$ cat config.mk
export PLATFORM = sky130hd
export DESIGN_NAME = supmon_rst_ctrl
export DESIGN_NICKNAME = d
export VERILOG_FILES = /design/src/rtl/supmon_pkg.sv /design/src/rtl/supmon_sync.sv /design/src/rtl/supmon_stab.sv /design/src/rtl/supmon_rst_gen.sv /design/src/rtl/supmon_rst_ctrl.sv
export SDC_FILE = /design/constraint.sdc
export NUM_CORES = 1
export LEC_CHECK = 0
export CORE_AREA = 2 2 39 41
export CTS_BUF_LIST = sky130_fd_sc_hd__clkbuf_8
export CTS_CLUSTER_DIAMETER = 50
export CTS_CLUSTER_SIZE = 25
export DETAILED_ROUTE_END_ITERATION = 8
export DIE_AREA = 0 0 41 43
export DONT_BUFFER_PORTS = 1
export PLACE_DENSITY_LB_ADDON = 0.3
export SYNTH_ARGS = -nofsm -noshare
export SYNTH_HDL_FRONTEND = slang
export SYNTH_SLANG_ARGS = --single-unit
$ cat constraint.sdc
create_clock -name clk_i -period 3.35 [get_ports clk_i]
set_input_delay 0.5025 -clock clk_i [delete_from_list [all_inputs] [get_ports clk_i]]
set_output_delay 0.5025 -clock clk_i [all_outputs]
set_load 0.005 [all_outputs]
$ cat src/rtl/supmon_pkg.sv
package supmon_pkg;
  localparam int REG_W    = 8;
  localparam int EN_BIT   = 7;
  localparam int STAT_BIT = 6;
endpackage

$ cat src/rtl/supmon_sync.sv
module supmon_sync #(
  parameter int STAGES = 2
) (
  input  logic clk_i,
  input  logic rst_ni,
  input  logic d_i,
  output logic q_o
);
  logic [STAGES-1:0] sr_q;

  always_ff @(posedge clk_i or negedge rst_ni) begin
    if (!rst_ni) sr_q <= '0;
    else         sr_q <= {sr_q[STAGES-2:0], d_i};
  end

  assign q_o = sr_q[STAGES-1];
endmodule

$ cat src/rtl/supmon_stab.sv
module supmon_stab #(
  parameter int STAB_CYCLES = 16
) (
  input  logic clk_i,
  input  logic rst_ni,
  input  logic en_i,
  output logic stable_o
);
  localparam int CW = $clog2(STAB_CYCLES + 1);
  localparam logic [CW-1:0] LIM = CW'(STAB_CYCLES);

  logic [CW-1:0] cnt_q;

  always_ff @(posedge clk_i or negedge rst_ni) begin
    if (!rst_ni)          cnt_q <= '0;
    else if (!en_i)       cnt_q <= '0;
    else if (cnt_q != LIM) cnt_q <= cnt_q + 1'b1;
  end

  assign stable_o = (cnt_q == LIM);

  a_r8_off_unstable: assert property (@(posedge clk_i) disable iff (!rst_ni)
    !en_i |=> !stable_o);
  a_r9_restart: assert property (@(posedge clk_i) disable iff (!rst_ni)
    $rose(en_i) |-> !stable_o);
endmodule

$ cat src/rtl/supmon_rst_gen.sv
module supmon_rst_gen #(
  parameter int REL_CYCLES = 12
) (
  input  logic clk_i,
  input  logic rst_ni,
  input  logic trip_i,
  input  logic ext_req_i,
  input  logic pf_clr_i,
  output logic sys_rst_o,
  output logic pwr_fail_o
);
  localparam int RW = $clog2(REL_CYCLES + 1);
  localparam logic [RW-1:0] REL = RW'(REL_CYCLES);

  logic [RW-1:0] rel_q;
  logic          rst_q;
  logic          pf_q;

  always_ff @(posedge clk_i or negedge rst_ni) begin
    if (!rst_ni) begin
      rel_q <= '0;
      rst_q <= 1'b1;
    end else begin
      if (trip_i)            rel_q <= REL;
      else if (rel_q != '0)  rel_q <= rel_q - 1'b1;
      rst_q <= trip_i | ext_req_i | (rel_q != '0);
    end
  end

  // trip sets, other reset sources overwrite, software clears last
  always_ff @(posedge clk_i or negedge rst_ni) begin
    if (!rst_ni)        pf_q <= 1'b1;
    else if (trip_i)    pf_q <= 1'b1;
    else if (ext_req_i) pf_q <= 1'b0;
    else if (pf_clr_i)  pf_q <= 1'b0;
  end

  assign sys_rst_o  = rst_q;
  assign pwr_fail_o = pf_q;

  a_r3_trip_holds: assert property (@(posedge clk_i) disable iff (!rst_ni)
    trip_i |=> sys_rst_o);
  a_r7_flag_set: assert property (@(posedge clk_i) disable iff (!rst_ni)
    trip_i |=> pwr_fail_o);
  a_r5_no_release_in_trip: assert property (@(posedge clk_i) disable iff (!rst_ni)
    $fell(sys_rst_o) |-> !$past(trip_i));
  a_r6_ext_reset: assert property (@(posedge clk_i) disable iff (!rst_ni)
    ext_req_i |=> sys_rst_o);
endmodule

$ cat src/rtl/supmon_rst_ctrl.sv
module supmon_rst_ctrl
  import supmon_pkg::*;
#(
  parameter int STAB_CYCLES = 16,
  parameter int REL_CYCLES  = 12
) (
  input  logic             clk_i,
  input  logic             rst_ni,
  input  logic             cmp_above_i,
  input  logic             src_sel_i,
  input  logic             ext_rst_req_i,
  input  logic             reg_we_i,
  input  logic [REG_W-1:0] reg_wdata_i,
  output logic [REG_W-1:0] reg_rdata_o,
  input  logic             pf_clr_i,
  output logic             sys_rst_o,
  output logic             pwr_fail_o
);
  logic cmp_s;
  logic en_q;
  logic stable;
  logic mon_ok;
  logic trip;

  supmon_sync #(.STAGES(2)) u_sync (
    .clk_i (clk_i),
    .rst_ni(rst_ni),
    .d_i   (cmp_above_i),
    .q_o   (cmp_s)
  );

  // enable: cleared by power-on only
  always_ff @(posedge clk_i or negedge rst_ni) begin
    if (!rst_ni)       en_q <= 1'b0;
    else if (reg_we_i) en_q <= reg_wdata_i[EN_BIT];
  end

  supmon_stab #(.STAB_CYCLES(STAB_CYCLES)) u_stab (
    .clk_i   (clk_i),
    .rst_ni  (rst_ni),
    .en_i    (en_q),
    .stable_o(stable)
  );

  // unsettled monitor reads as supply low
  assign mon_ok = stable & cmp_s;
  assign trip   = en_q & src_sel_i & ~mon_ok;

  supmon_rst_gen #(.REL_CYCLES(REL_CYCLES)) u_rst_gen (
    .clk_i     (clk_i),
    .rst_ni    (rst_ni),
    .trip_i    (trip),
    .ext_req_i (ext_rst_req_i),
    .pf_clr_i  (pf_clr_i),
    .sys_rst_o (sys_rst_o),
    .pwr_fail_o(pwr_fail_o)
  );

  always_comb begin
    reg_rdata_o           = '0;
    reg_rdata_o[EN_BIT]   = en_q;
    reg_rdata_o[STAT_BIT] = cmp_s;
  end

  a_r6_en_hold: assert property (@(posedge clk_i) disable iff (!rst_ni)
    !reg_we_i |=> $stable(en_q));
  a_r4_idle_no_trip: assert property (@(posedge clk_i) disable iff (!rst_ni)
    (!src_sel_i || !en_q) |-> !trip);
endmodule

==> run_summary.xml <==
<?xml version="1.0" encoding="UTF-8"?>
<metrics>
  <group name="power_and_ir_drop">
    <metric name="power-per-cell-area" unit="mW/mm²">673</metric>
    <metric name="power_leakage" unit="nW">0.348</metric>
    <metric name="peak_supply_drop" unit="mV">0.354</metric>
    <metric name="fin_total_pwr" unit="mW">0.504</metric>
  </group>
  <group name="floorplanning">
    <metric name="rows" unit="">14</metric>
    <metric name="chipWidth" unit="µm">41</metric>
    <metric name="die_h" unit="µm">43</metric>
    <metric name="area_enclosed_by_the_die_boundary" unit="mm²">0.00176</metric>
    <metric name="area_of_the_placeable_core" unit="mm²">0.00138</metric>
    <metric name="num_io_pins" unit="">25</metric>
    <metric name="initial_core_util" unit="">0.513</metric>
  </group>
  <group name="worst_hold_path">
    <metric name="worst_hold_path_type" unit="">input pin to async pin</metric>
  </group>
  <group name="final_layout">
    <metric name="nets" unit="">83</metric>
    <metric name="mostFrequentLayoutCell" unit="">sky130_fd_sc_hd__dfrtp_1</metric>
    <metric name="area_growth_syn_to_layout" unit="%">5.64</metric>
    <metric name="finish.cell_count_without_fillers" unit="">79</metric>
    <metric name="final_layout_size_suffix_gt1_frac" unit="">0.175</metric>
    <metric name="n_antenna_cell" unit="">0</metric>
    <metric name="final_cell_area_excluding_filler_cells" unit="µm²">749</metric>
    <metric name="final_cell_mix" unit="">sky130_fd_sc_hd__dfrtp_1 (12), sky130_fd_sc_hd__conb_1 (6)</metric>
  </group>
  <group name="sta">
    <metric name="worst_pin_slew" unit="ns">0.539</metric>
    <metric name="hold_violations" unit="">0</metric>
    <metric name="fin_skew" unit="ns">0.00178</metric>
    <metric name="clock.fmax" unit="GHz">0.663</metric>
    <metric name="finalSetupViolations" unit="">0</metric>
    <metric name="drv_slew" unit="">0</metric>
    <metric name="fin_tns_setup" unit="ns">0</metric>
    <metric name="relSlewSlack" unit="">0.640</metric>
    <metric name="finalCriticalPeriod" unit="ns">1.51</metric>
    <metric name="final_critical_path_setup_slack" unit="ns">1.84</metric>
    <metric name="rsz_0062_raised_after_global_routing" unit="">false</metric>
    <metric name="final.period_utilization" unit="">0.450</metric>
  </group>
  <group name="setup_path">
    <metric name="worst_r2r_endpoint" unit="">u_rst_gen.sys_rst_o</metric>
    <metric name="worstPathCellList" unit="">inv_1, ha_1, or3b_1, or3_1</metric>
    <metric name="cpPeakStageDelay" unit="ns">0.45</metric>
    <metric name="ff2ff_path_depth" unit="">4</metric>
    <metric name="worst_ep_arrival_time" unit="ns">1.68</metric>
    <metric name="startpoint" unit="">u_rst_gen.rel_q[0]</metric>
    <metric name="slowest_stage" unit="">sky130_fd_sc_hd__or3b_1</metric>
    <metric name="setup.worst_path.class" unit="">flop to flop</metric>
    <metric name="endpoint_kind" unit="">flop</metric>
    <metric name="crit_end" unit="">u_rst_gen.sys_rst_o</metric>
    <metric name="rr_startpoint" unit="">u_rst_gen.rel_q[0]</metric>
    <metric name="path_max_fanout" unit="">5</metric>
    <metric name="ff2ff_setup_slack" unit="ns">1.84</metric>
    <metric name="critical_path.startpoint_type" unit="">flop</metric>
    <metric name="cp.required" unit="ns">3.52</metric>
  </group>
  <group name="clock_tree">
    <metric name="clk_path_buf_depth" unit="">2</metric>
    <metric name="tritoncts" unit="">yes</metric>
    <metric name="clock_tree.htree_level_count" unit="">1</metric>
    <metric name="cts_setup_buffers" unit="">0</metric>
    <metric name="clk-insertion-delay-late" unit="ns">0.25</metric>
    <metric name="clock_sink_count" unit="">14</metric>
    <metric name="root_buffer_cell" unit="">sky130_fd_sc_hd__clkbuf_8</metric>
    <metric name="clk_pin_slew" unit="ns">0.06</metric>
    <metric name="cts_made_buffers" unit="">3</metric>
  </group>
  <group name="logic_synthesis">
    <metric name="avgSynthCellArea" unit="µm²">11.4</metric>
    <metric name="postSynthRegisterBits" unit="">14</metric>
    <metric name="synthesis.instances" unit="">62</metric>
    <metric name="synth.yosys.warnings" unit="">0</metric>
    <metric name="synth_cell_type_count" unit="">24</metric>
    <metric name="syn-cell-area" unit="µm²">709</metric>
    <metric name="yosysSeqAreaShare" unit="">0.497</metric>
  </group>
  <group name="global_routing">
    <metric name="initial_antenna_violation_count" unit="">0</metric>
    <metric name="first_pass_grt_wire_length" unit="mm">1.60</metric>
    <metric name="track_usage" unit="">0.145</metric>
    <metric name="first_global_vias" unit="">350</metric>
    <metric name="global_route.overflow_total" unit="">0</metric>
    <metric name="pin_count_of_the_biggest_net_entering_global_routing" unit="">13</metric>
  </group>
  <group name="place">
    <metric name="dpl_wire_length" unit="µm">711</metric>
    <metric name="finalWeightedCongestion" unit="">0.707</metric>
    <metric name="dpl_cell_area" unit="µm²">684</metric>
    <metric name="pre_cts_slack" unit="ns">1.85</metric>
    <metric name="port-buffer-count" unit="">0</metric>
    <metric name="placedCellCount" unit="">74</metric>
  </group>
  <group name="detailed_routing">
    <metric name="num_vias" unit="">381</metric>
    <metric name="drc" unit="">0</metric>
    <metric name="drt-total-wl" unit="µm">986</metric>
    <metric name="drt_pass1_iterations" unit="">3</metric>
    <metric name="vias_per_cell" unit="">4.82</metric>
    <metric name="detailedRoute.firstIterationViolations" unit="">2</metric>
    <metric name="detail-route-antenna-nets" unit="">0</metric>
    <metric name="avgRoutedWirePerCell" unit="µm">12.5</metric>
  </group>
  <group name="run_status">
    <metric name="outcome" unit="">finished, final reports clean</metric>
  </group>
  <group name="job">
    <metric name="max-cap-violations" unit="">0</metric>
  </group>
</metrics>
## layout make-up
cell class                 count  area (µm²)
tap                           16        20.0
fill                         119         634
inverter                       4        15.0
sequential                    14         353
clock buffer                   4        55.1
timing repair buffer           1        10.0
multi-input combinational     40         297
## synthesized netlist by cell type
master | count | area share
sky130_fd_sc_hd__buf_4 | 8 | 0.085
sky130_fd_sc_hd__a211o_1 | 1 | 0.012
sky130_fd_sc_hd__a211oi_1 | 1 | 0.011
sky130_fd_sc_hd__nor3_1 | 1 | 0.0070
sky130_fd_sc_hd__ha_1 | 4 | 0.071
sky130_fd_sc_hd__clkbuf_1 | 1 | 0.0053
sky130_fd_sc_hd__xnor2_1 | 4 | 0.049
sky130_fd_sc_hd__xor2_1 | 2 | 0.025
sky130_fd_sc_hd__mux2_2 | 1 | 0.016
sky130_fd_sc_hd__conb_1 | 1 | 0.0053
sky130_fd_sc_hd__nand2_1 | 2 | 0.011
sky130_fd_sc_hd__inv_1 | 4 | 0.021
sky130_fd_sc_hd__nor2_1 | 4 | 0.021
sky130_fd_sc_hd__or3b_1 | 1 | 0.012
sky130_fd_sc_hd__mux2i_1 | 1 | 0.014
sky130_fd_sc_hd__or3_1 | 2 | 0.018
sky130_fd_sc_hd__and4bb_4 | 1 | 0.023
sky130_fd_sc_hd__and2_1 | 3 | 0.026
sky130_fd_sc_hd__dfstp_2 | 2 | 0.074
sky130_fd_sc_hd__a21o_2 | 2 | 0.025
sky130_fd_sc_hd__nor2b_1 | 1 | 0.0088
sky130_fd_sc_hd__a21oi_4 | 1 | 0.023
sky130_fd_sc_hd__nand3_1 | 2 | 0.014
sky130_fd_sc_hd__dfrtp_1 | 12 | 0.42
## cell families (layout without fill, tap and decap cells)
kind of cell / count (synthesis) / count (layout) / synth area share
simple gates: 17 / 17 / 0.141
compound gates: 5 / 5 / 0.0706
other cells: 1 / 6 / 0.00529
mux: 2 / 2 / 0.0300
xor+xnor: 6 / 6 / 0.0741
flops: 14 / 14 / 0.497
fa+ha+maj: 4 / 4 / 0.0705
buf+inv: 13 / 9 / 0.111
## timing repair
action | 4_1_cts | 5_1_grt
endpoints found under the hold margin | 12 | 0
hold buffers | 1 | 0
setup endpoints to repair | 0 | 0
gates resized for setup | 0 | 0
## critical path, delay by kind of cell, from the launching register on
kind / cells / cell delay [ns]
flops: 1 / 0.41
fa+ha+maj: 1 / 0.15
buf+inv: 1 / 0.09
simple gates: 2 / 0.79
## through the flow
stage | util | hold WS, ns
floorplan | - | 0.207
detailed placement | 0.495 | 0.207
global route | 0.542 | 0.0795
global placement | 0.495 | 0.207
finish | 0.542 | 0.0936
CTS | 0.542 | 0.0910
## layer usage
layer  global-route usage  vias to the layer above  share of wire
met3               0.0471                        5          0.064
met4                0.100                        0          0.031
li1                     -                      189              -
met1                0.220                      176           0.44
met2                0.169                       11           0.46
met5                    0                        -              0
## power breakdown
part | total, mW | internal, mW | leakage [nW] | switching (mW)
registers | 0.234 | 0.205 | 0.169 | 0.0295
clock network | 0.164 | 0.104 | 0.0288 | 0.0596
logic | 0.106 | 0.0569 | 0.150 | 0.0495
## worst min-delay path by stage
stage | startpoint | end | slack, ns | cells past startpoint
5_1_grt | rst_ni | u_rst_gen.sys_rst_o | 0.08 | 0
3_3_place_gp | rst_ni | u_rst_gen.rel_q[2] | 0.21 | 0
6_report | rst_ni | u_rst_gen.pwr_fail_o | 0.09 | 0
3_5_place_dp | rst_ni | u_rst_gen.rel_q[2] | 0.21 | 0
2_1_floorplan | rst_ni | en_q | 0.21 | 0
4_1_cts | rst_ni | u_rst_gen.sys_rst_o | 0.09 | 0
## sequential cells by signal, summed over array words and instances, names as in the netlist
register              flops
en_q                      1
u_rst_gen.pwr_fail_o      1
u_rst_gen.rel_q           4
u_rst_gen.sys_rst_o       1
u_stab.cnt_q              5
u_sync.sr_q               2
(Power assumes the default switching activity.)
